===== config.mk =====
export PLATFORM = sky130hd
export DESIGN_NAME = outdiv_top
export DESIGN_NICKNAME = d
export VERILOG_FILES = /design/src/rtl/outdiv_pkg.sv /design/src/rtl/outdiv_rst_sync.sv /design/src/rtl/outdiv_counter.sv /design/src/rtl/outdiv_cfg.sv /design/src/rtl/outdiv_select.sv /design/src/rtl/outdiv_top.sv
export SDC_FILE = /design/constraint.sdc
export NUM_CORES = 1
export LEC_CHECK = 0
export CORE_AREA = 3 3 40 42
export DETAILED_ROUTE_END_ITERATION = 10
export DIE_AREA = 0 0 43 45
export PLACE_DENSITY = 0.54
export SYNTH_ARGS = -nofsm -noshare
export SYNTH_HDL_FRONTEND = slang
export SYNTH_SLANG_ARGS = --single-unit

===== constraint.sdc =====
create_clock -name clk_i -period 0.8 [get_ports clk_i]
set_clock_uncertainty 0.1 [all_clocks]
set_input_delay 0.08 -clock clk_i [delete_from_list [all_inputs] [get_ports clk_i]]
set_output_delay 0.08 -clock clk_i [all_outputs]
set_load 0.05 [all_outputs]

===== src/rtl/outdiv_pkg.sv =====
package outdiv_pkg;
  localparam int unsigned DEF_CNT_W       = 4;
  localparam int unsigned DEF_SYNC_STAGES = 2;

  function automatic int unsigned sel_width(input int unsigned w);
    return (w <= 2) ? 1 : $clog2(w);
  endfunction
endpackage


===== src/rtl/outdiv_rst_sync.sv =====
module outdiv_rst_sync #(
  parameter int unsigned STAGES = 2
) (
  input  logic clk_i,
  input  logic rst_ni,
  output logic rst_no
);
  logic [STAGES-1:0] sync_q;
  logic [STAGES-1:0] sync_d;

  generate
    if (STAGES == 1) begin : g_one
      always_comb sync_d = 1'b1;
    end else begin : g_many
      always_comb sync_d = {sync_q[STAGES-2:0], 1'b1};
    end
  endgenerate

  always_ff @(posedge clk_i or negedge rst_ni) begin
    if (!rst_ni) sync_q <= '0;
    else         sync_q <= sync_d;
  end

  assign rst_no = sync_q[STAGES-1];
endmodule


===== src/rtl/outdiv_counter.sv =====
module outdiv_counter #(
  parameter int unsigned CNT_W = 4
) (
  input  logic             clk_i,
  input  logic             rst_ni,
  output logic [CNT_W-1:0] cnt_o,
  output logic             wrap_o
);
  logic [CNT_W-1:0] cnt_q;
  logic [CNT_W-1:0] cnt_d;

  always_comb cnt_d = cnt_q + 1'b1;

  always_ff @(posedge clk_i or negedge rst_ni) begin
    if (!rst_ni) cnt_q <= '0;
    else         cnt_q <= cnt_d;
  end

  assign cnt_o  = cnt_q;
  assign wrap_o = &cnt_q;

  AST_CNT_STEP: assert property (@(posedge clk_i) disable iff (!rst_ni)
    $past(rst_ni) |-> cnt_q == CNT_W'($past(cnt_q) + 1'b1));
endmodule


===== src/rtl/outdiv_cfg.sv =====
module outdiv_cfg #(
  parameter int unsigned SEL_W = 2
) (
  input  logic             clk_i,
  input  logic             rst_ni,
  input  logic             wrap_i,
  input  logic [SEL_W-1:0] ratio_i,
  input  logic             oe_i,
  output logic [SEL_W-1:0] ratio_o,
  output logic             en_o
);
  logic [SEL_W-1:0] ratio_q, ratio_d;
  logic             en_q, en_d;

  always_comb begin
    ratio_d = ratio_q;
    en_d    = en_q;
    if (wrap_i) begin
      ratio_d = ratio_i;
      en_d    = oe_i;
    end
  end

  always_ff @(posedge clk_i or negedge rst_ni) begin
    if (!rst_ni) begin
      ratio_q <= '0;
      en_q    <= 1'b0;
    end else begin
      ratio_q <= ratio_d;
      en_q    <= en_d;
    end
  end

  assign ratio_o = ratio_q;
  assign en_o    = en_q;

  AST_CFG_HOLD: assert property (@(posedge clk_i) disable iff (!rst_ni)
    !wrap_i |=> ($stable(ratio_q) && $stable(en_q)));
endmodule


===== src/rtl/outdiv_select.sv =====
module outdiv_select #(
  parameter int unsigned CNT_W = 4,
  parameter int unsigned SEL_W = 2
) (
  input  logic             clk_i,
  input  logic             rst_ni,
  input  logic [CNT_W-1:0] cnt_i,
  input  logic [SEL_W-1:0] ratio_i,
  input  logic             en_i,
  output logic             out_o,
  output logic             out_no
);
  logic             out_q, out_d;
  logic [SEL_W-1:0] used_q, used_d;
  logic [CNT_W-1:0] hi_run_q, hi_run_d;

  always_comb begin
    out_d    = en_i & cnt_i[ratio_i];
    used_d   = ratio_i;
    hi_run_d = out_q ? hi_run_q + 1'b1 : '0;
  end

  always_ff @(posedge clk_i or negedge rst_ni) begin
    if (!rst_ni) begin
      out_q    <= 1'b0;
      used_q   <= '0;
      hi_run_q <= '0;
    end else begin
      out_q    <= out_d;
      used_q   <= used_d;
      hi_run_q <= hi_run_d;
    end
  end

  assign out_o  = out_q;
  assign out_no = ~out_q;

  AST_GATE_LOW: assert property (@(posedge clk_i) disable iff (!rst_ni)
    !$past(en_i) |-> !out_q);

  AST_NO_RUNT: assert property (@(posedge clk_i) disable iff (!rst_ni)
    $fell(out_q) |-> hi_run_q == (CNT_W'(1) << $past(used_q)));
endmodule


===== src/rtl/outdiv_top.sv =====
module outdiv_top
  import outdiv_pkg::*;
#(
  parameter  int unsigned CNT_W       = DEF_CNT_W,
  parameter  int unsigned SYNC_STAGES = DEF_SYNC_STAGES,
  localparam int unsigned SEL_W       = sel_width(CNT_W)
) (
  input  logic             clk_i,
  input  logic             rst_ni,
  input  logic [SEL_W-1:0] ratio_i,
  input  logic             oe_i,
  output logic             clk_o,
  output logic             clk_no
);
  logic             rst_int_n;
  logic [CNT_W-1:0] cnt;
  logic             wrap;
  logic [SEL_W-1:0] ratio_cur;
  logic             en_cur;

  outdiv_rst_sync #(.STAGES(SYNC_STAGES)) u_rst (
    .clk_i (clk_i),
    .rst_ni(rst_ni),
    .rst_no(rst_int_n)
  );

  outdiv_counter #(.CNT_W(CNT_W)) u_cnt (
    .clk_i (clk_i),
    .rst_ni(rst_int_n),
    .cnt_o (cnt),
    .wrap_o(wrap)
  );

  outdiv_cfg #(.SEL_W(SEL_W)) u_cfg (
    .clk_i  (clk_i),
    .rst_ni (rst_int_n),
    .wrap_i (wrap),
    .ratio_i(ratio_i),
    .oe_i   (oe_i),
    .ratio_o(ratio_cur),
    .en_o   (en_cur)
  );

  outdiv_select #(.CNT_W(CNT_W), .SEL_W(SEL_W)) u_sel (
    .clk_i  (clk_i),
    .rst_ni (rst_int_n),
    .cnt_i  (cnt),
    .ratio_i(ratio_cur),
    .en_i   (en_cur),
    .out_o  (clk_o),
    .out_no (clk_no)
  );
endmodule


==> flow_summary.yaml <==
route:
  drt-vias-per-instance: 4.38
  drc_errors: 0
  drtIter0Drc: 3
  vias: 232
  routedWlPerCell_um: 12.1
  ant_nets: 0
  drt-total-wl_um: 643
  drt_pass1_iterations: 4
place:
  place_area_sq_um: 509
  dp_slack_ns: -0.494
  dpl.hpwl_um: 475
  io_buffer_count: 6
  place_congestion: 0.738
run:
  maxCapViolCount: 0
die:
  die_h_um: 45
  core_area_sq_um: 1280
  die_area_sq_um: 1940
  start_util_pct: 28.3
  ios: 7
  die_w_um: 43
  fp-row-count: 13
logic_synthesis:
  yosysTopAreaCellShare_pct: 68.7
  synthTopCellsByArea: "dfrtp_1 69%, mux2_2 9.3%, mux4_2 6.2%"
  synth.distinct_cells: 10
  synth-seq-cells: 10
  synth_area_sq_um: 364
  ys_seq_area_share_pct: 68.7
  synthCells: 23
  synth.avg_cell_area_sq_um: 15.8
  yosysTopAreaCell: "dfrtp_1"
  synth_fp_nets: 29
  yosys_warnings: 0
global_routing:
  gr-total-overflow: 0
  grt_pass1_wl_um: 1130
  antenna_found_initial: 0
  grt_usage_pct: 8.61
  grt_max_degree: 9
  grt_pass1_vias: 268
layout:
  antenna_cells: 0
  synthToLayoutAreaGrowth_pct: 61.5
  final_common_cell: "dfrtp_1"
  nets: 45
  layout_common_cells: "8 x dfrtp_1, 4 x clkdlybuf4s50_1, 3 x mux2_4, 3 x clkbuf_4, 3 x buf_4"
  utilization_pct: 45.8
  design_area_sq_um: 588
  drive_above_1_share_pct: 52.6
worst_setup_path:
  slowest_stage: "mux4_2"
  max_stage_delay_ns: 0.46
  critPathKind: "register to register"
  path_cells: "mux4_2 -> and2_4"
  start_kind: "register"
  cp_data_required_time_ns: 0.86
  path_max_fanout: 4
  arrival_ns: 1.32
  end_kind: "register"
timing:
  hold_viol: 0
  slew_violations: 0
  final.setup.tns_ns: -2.77
  post-route-period-util_pct: 158
  finalSetupViolCount: 9
  finalWorstSetupSlack_ns: -0.460
  fmax_mhz: 794
  rsz0062_at_grt: "true"
  period_needed_ns: 1.26
clock_tree:
  clk_pin_slew_ns: 0.07
  cts_root_buf: "clkbuf_4"
  clockBufferDepth: 2
  h-tree-depth: 1
  cts_num_sinks: 10
  cts_tree: "yes"
  numCtsBuffers: 3
  clkLatencyLatePin_ns: 0.26
outcome:
  violations: "setup timing"
  outcome: "finished, violations left"
power_and_ir_drop:
  peakVddDrop_v: 0.000800
  leakagePower_nw: 0.270
  power_mw: 1.07
  power_density_nw_per_um2: 1820
hold_path:
  min_path_type: "register to async pin"
[kinds of logic (layout without fill, tap and decap cells)]
| kind of cell | count (synthesis) | count (layout) | share of synthesized area (%) |
|---|---|---|---|
| flops | 10 | 10 | 68.7 |
| simple gates | 3 | 3 | 4.47 |
| buf+inv | 2 | 17 | 2.06 |
| xor+xnor | 2 | 2 | 4.81 |
| fa+ha+maj | 1 | 1 | 3.44 |
| mux | 4 | 4 | 15.5 |
| other cells | 1 | 1 | 1.03 |
[worst max-delay path, delay by kind of cell (launching register included)]
kind	cells	cell delay, ns
and+or+nand+nor	1	0.15
DFF	1	0.44
muxes	1	0.46
[metrics by stage]
stage | cells | hold slack, ns
final | 53 | 0.0274
after global routing | 53 | 0.0653
after CTS | 53 | 0.0470
after detailed placement | 47 | 0.0406
after global placement | 47 | 0.0372
after floorplan | 23 | -0.316
[cells in the mapped netlist, drive strengths merged]
cell type   n
xor2        1
and2        1
ha          1
conb        1
nand3       2
mux2        3
inv         2
dfrtp      10
xnor2       1
mux4        1
[report_power, final]
group	switching, mW	leakage (nW)	internal, mW	total (mW)
Clock	0.175	0.0210	0.276	0.451
Combinational	0.0299	0.125	0.0524	0.0823
Sequential	0.0171	0.124	0.521	0.538
Total	0.222	0.270	0.850	1.07
[final cells by class]
| cell class | count | area (sq um) |
|---|---|---|
| fill | 124 | 697 |
| tap | 15 | 18.8 |
| sequential | 10 | 253 |
| inverter | 2 | 11.3 |
| timing repair buffer | 11 | 124 |
| multi-input combinational | 11 | 145 |
| clock buffer | 4 | 36.3 |
[final timing paths]
| kind | startpoint | to | slack (ns) | cells after the start |
|---|---|---|---|---|
| max | u_cnt.cnt_o[0] | u_sel.out_o | -0.46 | 2 |
| max reg2reg | u_cnt.cnt_o[0] | u_sel.out_o | -0.46 | 2 |
| min in group clk_i | u_rst.sync_q[0] | u_rst.sync_q[1] | 0.26 | 0 |
| min | u_rst.sync_q[1] | u_cfg.ratio_o[1] | 0.03 | 0 |
| max in group asynchronous | rst_ni | u_rst.sync_q[1] | 0.06 | 2 |
| min reg2reg | u_rst.sync_q[1] | u_cfg.ratio_o[1] | 0.03 | 0 |
[state kept, by name, indices dropped and copies added, names as in the netlist]
name,flops
u_cnt.cnt_o,4
u_cfg.ratio_o,2
u_rst.sync_q,2
u_cfg.en_o,1
u_sel.out_o,1
[per-layer routing]
layer | global-route usage, % | up-vias | wire length, um
met1 | 9.80 | 120 | 261
met4 | 7.23 | 0 | 8
li1 | - | 105 | -
met3 | 3.98 | 2 | 30
met5 | 0 | - | 0
met2 | 12.3 | 5 | 343
[timing repair]
action	CTS	global route
buffers inserted	1	0
resized for setup	3	2
endpoints found under the setup margin	9	9
endpoints found under the hold margin	2	0
hold buffers	1	0
Power figures use the tool's default switching activity.
